--- config.mk ---
export PLATFORM = sky130hd
export DESIGN_NAME = sxlat_top
export DESIGN_NICKNAME = d
export VERILOG_FILES = /design/src/rtl/sxlat_pkg.sv /design/src/rtl/sxlat_desc_check.sv /design/src/rtl/sxlat_tlb.sv /design/src/rtl/sxlat_top.sv
export SDC_FILE = /design/constraint.sdc
export NUM_CORES = 1
export LEC_CHECK = 0
export BUFFER_PORTS_ARGS = -buffer_cell sky130_fd_sc_hd__buf_4
export CAP_MARGIN = 40
export CORE_ASPECT_RATIO = 1.2
export CORE_UTILIZATION = 38
export CTS_CLUSTER_DIAMETER = 30
export DETAILED_ROUTE_END_ITERATION = 8
export PLACE_DENSITY = 0.56
export SETUP_SLACK_MARGIN = 0.05
export SLEW_MARGIN = 40
export SYNTH_ARGS = -nofsm -noshare
export SYNTH_HDL_FRONTEND = slang
export SYNTH_SLANG_ARGS = --single-unit
export TNS_END_PERCENT = 20
--- constraint.sdc ---
create_clock -name clk -period 4.67 [get_ports clk]
set_input_delay 0.467 -clock clk [delete_from_list [all_inputs] [get_ports clk]]
set_output_delay 0.467 -clock clk [all_outputs]
set_load 0.05 [all_outputs]
--- src/rtl/sxlat_pkg.sv ---
package sxlat_pkg;

   typedef enum logic [2:0] {
      FLT_NONE   = 3'd0,
      FLT_SEG    = 3'd1,
      FLT_BOUND  = 3'd2,
      FLT_ACCESS = 3'd3,
      FLT_PAGE   = 3'd4
   } fault_e;

   typedef enum logic [1:0] {
      ST_IDLE = 2'd0,
      ST_DESC = 2'd1,
      ST_PTW  = 2'd2
   } walk_st_e;

   typedef struct packed {
      logic r;
      logic w;
      logic x;
   } perm_t;

   // Access kind: 0 read, 1 write, 2 execute, 3 never allowed
   function automatic logic perm_ok(perm_t p, logic [1:0] kind);
      case (kind)
         2'd0:    return p.r;
         2'd1:    return p.w;
         2'd2:    return p.x;
         default: return 1'b0;
      endcase
   endfunction

endpackage

--- src/rtl/sxlat_desc_check.sv ---
module sxlat_desc_check
   import sxlat_pkg::*;
#(
   parameter int OFF_W  = 18,
   parameter int PAGE_W = 10,
   parameter int PA_W   = 24,
   localparam int PIDX_W = OFF_W - PAGE_W,
   localparam int LEN_W  = PIDX_W + 1,
   localparam int DW     = 5 + LEN_W + PA_W
) (
   input  logic [DW-1:0]     desc,
   input  logic [OFF_W-1:0]  off,
   input  logic [1:0]        kind,
   output logic [2:0]        fault,
   output logic              unpaged,
   output perm_t             perm,
   output logic [PA_W-1:0]   base,
   output logic [PIDX_W-1:0] page
);

   logic             present;
   logic [LEN_W-1:0] len;

   always_comb begin
      present = desc[0];
      unpaged = desc[1];
      perm    = '{r: desc[2], w: desc[3], x: desc[4]};
      len     = desc[5 +: LEN_W];
      base    = desc[5 + LEN_W +: PA_W];
      page    = off[OFF_W-1:PAGE_W];
      if (!present)
         fault = FLT_SEG;
      else if ({1'b0, page} >= len)
         fault = FLT_BOUND;
      else if (!perm_ok(perm, kind))
         fault = FLT_ACCESS;
      else
         fault = FLT_NONE;
   end

endmodule

--- src/rtl/sxlat_tlb.sv ---
module sxlat_tlb #(
   parameter int ENTRIES = 16,
   parameter int KEY_W   = 20,
   parameter int PAY_W   = 17,
   localparam int IDX_W  = (ENTRIES > 1) ? $clog2(ENTRIES) : 1
) (
   input  logic             clk,
   input  logic             rst_n,
   input  logic             flush,
   input  logic [KEY_W-1:0] lk_key,
   output logic             lk_hit,
   output logic [PAY_W-1:0] lk_pay,
   input  logic             fill_en,
   input  logic [KEY_W-1:0] fill_key,
   input  logic [PAY_W-1:0] fill_pay
);

   logic [ENTRIES-1:0] match;
   logic [PAY_W-1:0]   masked [ENTRIES];
   logic [IDX_W-1:0]   victim;

   initial begin : elab_chk
      assert (ENTRIES >= 1) else $error("sxlat_tlb: ENTRIES must be at least 1");
   end

   generate
      for (genvar i = 0; i < ENTRIES; i++) begin : g_ent
         logic             v;
         logic [KEY_W-1:0] k;
         logic [PAY_W-1:0] p;

         always_ff @(posedge clk or negedge rst_n) begin
            if (!rst_n) begin
               v <= 1'b0;
               k <= '0;
               p <= '0;
            end else if (flush) begin
               v <= 1'b0;
            end else if (fill_en && victim == IDX_W'(i)) begin
               v <= 1'b1;
               k <= fill_key;
               p <= fill_pay;
            end
         end

         assign match[i]  = v && (k == lk_key);
         assign masked[i] = match[i] ? p : '0;
      end
   endgenerate

   always_comb begin
      lk_hit = |match;
      lk_pay = '0;
      for (int i = 0; i < ENTRIES; i++)
         lk_pay = lk_pay | masked[i];
   end

   always_ff @(posedge clk or negedge rst_n) begin
      if (!rst_n)
         victim <= '0;
      else if (flush)
         victim <= '0;
      else if (fill_en)
         victim <= (victim == IDX_W'(ENTRIES - 1)) ? '0 : victim + 1'b1;
   end

endmodule

--- src/rtl/sxlat_top.sv ---
module sxlat_top
   import sxlat_pkg::*;
#(
   parameter int SEG_W  = 12,
   parameter int OFF_W  = 18,
   parameter int PAGE_W = 10,
   parameter int PA_W   = 24,
   parameter int TLB_N  = 16,
   localparam int PIDX_W = OFF_W - PAGE_W,
   localparam int LEN_W  = PIDX_W + 1,
   localparam int DW     = 5 + LEN_W + PA_W
) (
   input  logic              clk,
   input  logic              rst_n,
   input  logic              bypass,
   input  logic              flush,
   input  logic [PA_W-1:0]   dbr,
   input  logic              req_valid,
   output logic              req_ready,
   input  logic [SEG_W-1:0]  req_seg,
   input  logic [OFF_W-1:0]  req_off,
   input  logic [1:0]        req_kind,
   output logic              rsp_valid,
   output logic [PA_W-1:0]   rsp_addr,
   output logic [2:0]        rsp_fault,
   output logic [SEG_W-1:0]  rsp_seg,
   output logic [PIDX_W-1:0] rsp_page,
   output logic              mem_rd,
   output logic [PA_W-1:0]   mem_addr,
   input  logic              mem_rvalid,
   input  logic [DW-1:0]     mem_rdata
);

   localparam int FRAME_W = PA_W - PAGE_W;
   localparam int PAY_W   = FRAME_W + 3;
   localparam int KEY_W   = SEG_W + PIDX_W;
   localparam int VA_W    = SEG_W + OFF_W;

   initial begin : elab_chk
      assert (OFF_W > PAGE_W) else $error("sxlat_top: OFF_W must exceed PAGE_W");
      assert (PA_W >= OFF_W)  else $error("sxlat_top: PA_W must cover OFF_W");
      assert (PA_W > PAGE_W)  else $error("sxlat_top: PA_W must exceed PAGE_W");
      assert (SEG_W >= 1)     else $error("sxlat_top: SEG_W must be positive");
      assert (TLB_N >= 1)     else $error("sxlat_top: TLB_N must be positive");
   end

   walk_st_e           st;
   logic [SEG_W-1:0]   c_seg;
   logic [OFF_W-1:0]   c_off;
   logic [1:0]         c_kind;
   perm_t              c_perm;

   logic               tlb_hit, hit_use;
   logic [PAY_W-1:0]   tlb_pay;
   perm_t              hit_perm;
   logic               fill_en;
   logic [PIDX_W-1:0]  req_page, c_page;

   logic [2:0]         dc_fault;
   logic               dc_unpaged;
   perm_t              dc_perm;
   logic [PA_W-1:0]    dc_base;
   logic [PIDX_W-1:0]  dc_page;

   logic               ptw_present;
   logic [FRAME_W-1:0] ptw_frame;
   logic [PA_W-1:0]    byp_addr;
   logic [VA_W-1:0]    va;

   assign req_ready   = (st == ST_IDLE);
   assign req_page    = req_off[OFF_W-1:PAGE_W];
   assign c_page      = c_off[OFF_W-1:PAGE_W];
   assign hit_use     = tlb_hit && !flush;
   assign hit_perm    = perm_t'(tlb_pay[2:0]);
   assign ptw_present = mem_rdata[0];
   assign ptw_frame   = mem_rdata[1 +: FRAME_W];
   assign fill_en     = (st == ST_PTW) && mem_rvalid && ptw_present;
   assign va          = {req_seg, req_off};

   generate
      if (VA_W >= PA_W) begin : g_byp_trunc
         assign byp_addr = va[PA_W-1:0];
      end else begin : g_byp_ext
         assign byp_addr = {{(PA_W - VA_W){1'b0}}, va};
      end
   endgenerate

   sxlat_tlb #(
      .ENTRIES (TLB_N),
      .KEY_W   (KEY_W),
      .PAY_W   (PAY_W)
   ) u_tlb (
      .clk      (clk),
      .rst_n    (rst_n),
      .flush    (flush),
      .lk_key   ({req_seg, req_page}),
      .lk_hit   (tlb_hit),
      .lk_pay   (tlb_pay),
      .fill_en  (fill_en),
      .fill_key ({c_seg, c_page}),
      .fill_pay ({ptw_frame, c_perm})
   );

   sxlat_desc_check #(
      .OFF_W  (OFF_W),
      .PAGE_W (PAGE_W),
      .PA_W   (PA_W)
   ) u_dchk (
      .desc    (mem_rdata),
      .off     (c_off),
      .kind    (c_kind),
      .fault   (dc_fault),
      .unpaged (dc_unpaged),
      .perm    (dc_perm),
      .base    (dc_base),
      .page    (dc_page)
   );

   always_ff @(posedge clk or negedge rst_n) begin
      if (!rst_n) begin
         st        <= ST_IDLE;
         c_seg     <= '0;
         c_off     <= '0;
         c_kind    <= '0;
         c_perm    <= '0;
         rsp_valid <= 1'b0;
         rsp_addr  <= '0;
         rsp_fault <= FLT_NONE;
         rsp_seg   <= '0;
         rsp_page  <= '0;
         mem_rd    <= 1'b0;
         mem_addr  <= '0;
      end else begin
         rsp_valid <= 1'b0;
         mem_rd    <= 1'b0;
         case (st)
            ST_IDLE: begin
               if (req_valid) begin
                  c_seg  <= req_seg;
                  c_off  <= req_off;
                  c_kind <= req_kind;
                  if (bypass) begin
                     rsp_valid <= 1'b1;
                     rsp_addr  <= byp_addr;
                     rsp_fault <= FLT_NONE;
                     rsp_seg   <= req_seg;
                     rsp_page  <= req_page;
                  end else if (hit_use) begin
                     rsp_valid <= 1'b1;
                     rsp_seg   <= req_seg;
                     rsp_page  <= req_page;
                     if (perm_ok(hit_perm, req_kind)) begin
                        rsp_addr  <= {tlb_pay[PAY_W-1:3], req_off[PAGE_W-1:0]};
                        rsp_fault <= FLT_NONE;
                     end else begin
                        rsp_addr  <= '0;
                        rsp_fault <= FLT_ACCESS;
                     end
                  end else begin
                     mem_rd   <= 1'b1;
                     mem_addr <= dbr + PA_W'(req_seg);
                     st       <= ST_DESC;
                  end
               end
            end
            ST_DESC: begin
               if (mem_rvalid) begin
                  if (dc_fault != FLT_NONE) begin
                     rsp_valid <= 1'b1;
                     rsp_addr  <= '0;
                     rsp_fault <= dc_fault;
                     rsp_seg   <= c_seg;
                     rsp_page  <= c_page;
                     st        <= ST_IDLE;
                  end else if (dc_unpaged) begin
                     rsp_valid <= 1'b1;
                     rsp_addr  <= dc_base + PA_W'(c_off);
                     rsp_fault <= FLT_NONE;
                     rsp_seg   <= c_seg;
                     rsp_page  <= c_page;
                     st        <= ST_IDLE;
                  end else begin
                     mem_rd   <= 1'b1;
                     mem_addr <= dc_base + PA_W'(dc_page);
                     c_perm   <= dc_perm;
                     st       <= ST_PTW;
                  end
               end
            end
            ST_PTW: begin
               if (mem_rvalid) begin
                  rsp_valid <= 1'b1;
                  rsp_seg   <= c_seg;
                  rsp_page  <= c_page;
                  st        <= ST_IDLE;
                  if (ptw_present) begin
                     rsp_addr  <= {ptw_frame, c_off[PAGE_W-1:0]};
                     rsp_fault <= FLT_NONE;
                  end else begin
                     rsp_addr  <= '0;
                     rsp_fault <= FLT_PAGE;
                  end
               end
            end
            default: st <= ST_IDLE;
         endcase
      end
   end

endmodule

# After elaboration in Yosys (flattened, before gate mapping)
# Cells that the tools add are included.
# totals
regBits	722
latchBits	0
ramBits	0
mem_bits_ro	0
output_inout_bits	74
elab_cells	342
memories	0
# op_classes
addsub	4
mul	0
n_div	0
order_cmp	1
eq_ne	46
shifts	0
n_mux	128
bitwise	18
reduce_logical	82
# op_table
operator	n
$mux W24	15
$eq A20 B20 Y1	16
$mux W17	16
$or A17 B17 Y17	15
$mux W12	7
$pmux W24 S3	1
$mux W8	7
$mux W1	51
$pmux W24 S2	1
$pmux W12 S3	1
$reduce_bool A2 Y1	18
$logic_and A1 B1 Y1	35
$reduce_and A2 Y1	17
$eq A4 B4 Y1 const B	8
$mux W3	10
$add A24 B12 Y24	1
$add A24 B18 Y24	1
$add A24 B8 Y24	1
$pmux W8 S3	1
$mux W2	9
$eq A4 B3 Y1 const B	4
$reduce_or A16 Y1	1
$ne A2 B2 Y1 const B	7
$mux W4	3
21 further kinds	33

# Longest topological paths before layout
# depth
depth_word	28
depth_mapped	14

# Hierarchy
# Synthesis repeated with hierarchy kept, for this count alone.
# hier_totals
cells_unflattened	3235
area_unflattened_um2	37751.2
# by_module_without_submodules
mod	instances	cells_per_inst	area_each_um2	seq_area_each_um2
sxlat_tlb	1	2303	29350.6	15314.7
sxlat_top	1	859	7877.6	2752.6
sxlat_desc_check	1	73	523.0	0.0

# Least setup slack after synthesis
# Ideal clock, no wire load.
# synth_path
path_type	input to register
startpoint	input mem_rdata[14]
endpoint	register rsp_addr[18]
setup_ps	125
arrival_ps	2866
path_slack_ps	1679
path_stages	12
n_path_buf	0
path_cell_list	ha_1 fa_1 a21o_1 a31oi_1 o211ai_1 a41o_1 a21o_1 a21oi_1 xnor2_1 a221oi_1 nor4_1 mux2_2
# synth_via
elab_chain_cells	5
# synth_lines
element	line_no	text
from (decl)	sxlat_top.sv:31	input logic [DW-1:0] mem_rdata
$add A24 B18 Y24	sxlat_top.sv:177	rsp_addr <= dc_base + PA_W'(c_off);
$mux W24	sxlat_top.sv:175	end else if (dc_unpaged) begin
$mux W24	sxlat_top.sv:168	if (dc_fault != FLT_NONE) begin
$mux W24	sxlat_top.sv:167	if (mem_rvalid) begin
$pmux W24 S3	sxlat_top.sv:136	case (st)
to (signal assigned)	sxlat_top.sv:144	rsp_addr <= byp_addr;
to (signal assigned)	sxlat_top.sv:153	rsp_addr <= {tlb_pay[PAY_W-1:3], req_off[PAGE_W-1:0]};
to (signal assigned)	sxlat_top.sv:177	
to (decl)	sxlat_top.sv:24	output logic [PA_W-1:0] rsp_addr,
# No other way between the ends. The select of a mux whose other input is x is not followed.
# A chain may end at the register's enable or synchronous reset.

# Worst setup path in the final report
# layout_path
startpoint	register c_off[10]
endpoint	register mem_addr[1]
# layout_via
elab_chain_cells	6
word_cells_on_any_way	11
cone_classes	1 x add/sub; 1 x order compare; 1 x eq/ne; 6 x mux; 2 x reduce/logical
# layout_lines
element	line_no	text
from (decl)	sxlat_top.sv:49	logic [OFF_W-1:0] c_off;
from (signal assigned)	sxlat_top.sv:140	c_off <= req_off;
parallel branches: the longest is 6 deep, another holds $add A24 B8 Y24	n/a	
to (signal assigned)	sxlat_top.sv:161	mem_addr <= dbr + PA_W'(req_seg);
to (signal assigned)	sxlat_top.sv:184	mem_addr <= dc_base + PA_W'(dc_page);
to (decl)	sxlat_top.sv:29	output logic [PA_W-1:0] mem_addr,
# Several ways; the timed one is not identified. The select of a mux whose other input is x is not followed.

==> metrics.txt <==
status=complete, no violations; Sw Pwr=0.00886 W; Clock transition at path regs=0.05 ns; Cells after DPL=4336; share of the synthesized area in the top cell type=49.5%; combinational fraction of design power=23.5%; setup bufs post-CTS=0; RSZ-0062 raised after global routing=no; Final setup viols=0; final HPWL from detailed placement=78300 um; count leader, synth=dfrtp_1; residual DRC count=0; critical path type=reg -> reg; CP Data Arrival Time=4.55 ns; Fillers=8560; GRT Resource Usage Total=25.6%; Post-synth EDFFs=0; FP Rows=124; Leak=21.2 nW; Reg power frac=29.3%; CTS tree=built; area delta synth->final=24.7%; Worst R2R Start=c_off[10]; Ports=174; Final Skew=0.0447 ns; Starting Density=38.3%; DRT antenna net count=0; post-route setup TNS=0 ns; post-cts sizing count=0; Vias=26153; worst slew pin tran=0.870 ns; GRT overflow=0; final net count=3421; worst min-delay path class=in -> reg; Wirelength per Cell=26.6 um; type of destination of the critical path=flop; yosys warns=0; Die Width=285 um; CP Max Fanout=15; CTS Hold Buffers Added=14; Max Cap Viol=0; CTS sink count=722; synth cell count leaders=dfrtp_1, mux2_2, xnor2_1; number of global-route vias before repair=26886; Syn Nets=3186; CTS HTree Levels=4; Clock Power Share=47.2%; Yosys cell types=71; core area=95300 um^2; CTS root buffer=clkbuf_16; cell-internal power=0.0175 W; Worst setup SP type=flop; Clock Latency Late Sink=0.78 ns; final instance area=45500 um^2; Placed Instance Area=39200 um^2; maximum VDD drop=0.386 mV; share of cells above drive strength 1=35.8%; sequential-to-total area share from yosys stat=49.5%; non-filler cells in the finished layout=4665; Max Slew Vio Count=0; P per Cell Area=580 nW/um^2; area occupied by multi-input gates=17200 um^2; asr flop ratio synth=100%; Synth area leader=dfrtp_1; largest net degree at the start of global routing=131; Syn Inst Count=3029; slew margin rel.=41.9%; Final Hold Fails=0; first drt pass iteration count=5; min-delay src=req_valid; Num CTS Buffers=171; Synth Cell Area=36500 um^2; initial antenna violation count=4; final period utilization=84.2%; synthesized flop and latch total=722; Max Freq=254 MHz; vias per inst=5.61; RePlAce Congestion=0.874; fin crit period=3.93 ns; initial DRC count=2200; synth top area cells=dfrtp_1, mux2_2, xnor2_1; Routed Wire Length=124000 um; sequential standard cell area=18100 um^2; Max clock buf depth=3; Post-synth top flop=dfrtp_1; Die Ht=341 um; die area=97300 um^2; CP startpoint=c_off[10]; Sw Share=33.6%; syn_area_per_cell=12.0 um^2; Buffers on Ports=173; worst path required time=5.29 ns; global-route wire length before repair=183000 um
-- metrics by stage --
| step | hold WS [ns] | total power (W) | worst slack (ns) | utilization (%) |
|---|---|---|---|---|
| 3_5_place_dp | 0.461 | 0.0140 | 0.594 | 41.2 |
| 3_3_place_gp | 0.459 | 0.0139 | 0.624 | 41.1 |
| 2_1_floorplan | 0.171 | 0.0114 | 1.68 | - |
| 4_1_cts | 0.00801 | 0.0265 | 0.740 | 47.8 |
| 6_report | 0.0475 | 0.0264 | 0.740 | 47.8 |
| 5_1_grt | 0.0397 | 0.0273 | 0.519 | 47.8 |
-- power by group through the flow --
stage | registers [W] | clock network, W | logic, W
after floorplan | 0.00847 | 0 | 0.00297
after global placement | 0.00779 | 0 | 0.00615
after detailed placement | 0.00781 | 0 | 0.00617
after CTS | 0.00773 | 0.0126 | 0.00620
after global routing | 0.00779 | 0.0129 | 0.00657
final | 0.00773 | 0.0125 | 0.00620
-- per-layer routing --
metal | wire length [um] | share of wire, % | vias up | GRT usage (%)
met5 | 0 | 0 | - | 0
met4 | 3720 | 3.0 | 0 | 8.93
met3 | 6650 | 5.4 | 228 | 4.49
met2 | 58800 | 47 | 819 | 41.5
met1 | 54700 | 44 | 13694 | 34.3
li1 | - | - | 11412 | -
-- worst paths after layout --
path                                           to  slack (ns)  cells after the start
min in group asynchronous                c_seg[5]        0.27                      2
worst max-delay path                  mem_addr[1]        0.74                     12
worst min-delay path                    rsp_valid        0.05                      3
worst min register to register  u_tlb.g_ent[11].v        0.47                      1
max in group asynchronous               c_perm[2]        3.11                      3
worst max register to register        mem_addr[1]        0.74                     12
-- cell families (layout without fill, tap and decap cells) --
family                     Yosys count  after routing  synth area share (%)
adders and majority gates           57             57                  2.02
AOI/OAI and AO/OA                  397            397                  7.63
xor gates and xnor gates           379            379                  9.14
and+or+nand+nor                    567            567                  7.97
muxes                              650            650                  20.1
other                                0              1                     0
DFF                                722            722                  49.5
buffers and inverters              257            632                  3.61
-- area by class of cell --
type	instances	share of cell area (%)
Sequential cell	722	39.7
Multi-Input combinational cell	2050	37.9
Clock buffer	233	10.9
Timing Repair Buffer	283	5.20
Tap cell	1260	3.46
Clock inverter	80	2.57
Inverter	36	0.297
Antenna cell	1	0.00550
-- flip-flops by register name (all words and copies together) (netlist names), 4 cells and up --
register,count
u_tlb.g_ent.v,16
rsp_page,8
c_off,18
rsp_addr,24
u_tlb.g_ent.k,320
mem_addr,24
rsp_seg,12
u_tlb.g_ent.p,272
u_tlb.victim,4
c_seg,12
-- cells in the final DEF, fill, tap and decap left out, drive strengths merged, types with 4 or more instances in the layout --
cell type and instances:
dfrtp 722, mux2 616, buf 269, xnor2 266, clkbuf 233, nor2 144, xor2 113, nand2 111
nand4 90, o21ai 82, nand3 60, a21oi 58, ha 54, a22o 53, a22oi 51, nor4 44
clkinv 44, inv 43, a221oi 37, a21o 35, mux2i 34, and3 34, a31oi 26, bufinv 21
nor3 19, and4 18, dlygate4sd3 14, a41oi 13, and2 13, clkinvlp 8, nor2b 7, nor4b 7
nand2b 7, o21a 7, nor3b 4, or3 4, a21boi 4, a211oi 4
-- worst max-delay path: stages (launching register included) --
cell and delay (ns):
dfrtp_1 0.37, inv_1 0.26, ha_1 0.29, nand2b_1 0.14, a21o_1 0.18, a21oi_1 0.13, o21ai_0 0.22, o21a_1 0.29
nor3_1 0.32, nand2_1 0.25, a21oi_4 0.61, buf_4 0.35, mux2_2 0.35
Note: power is estimated with default switching activity, not from simulation.
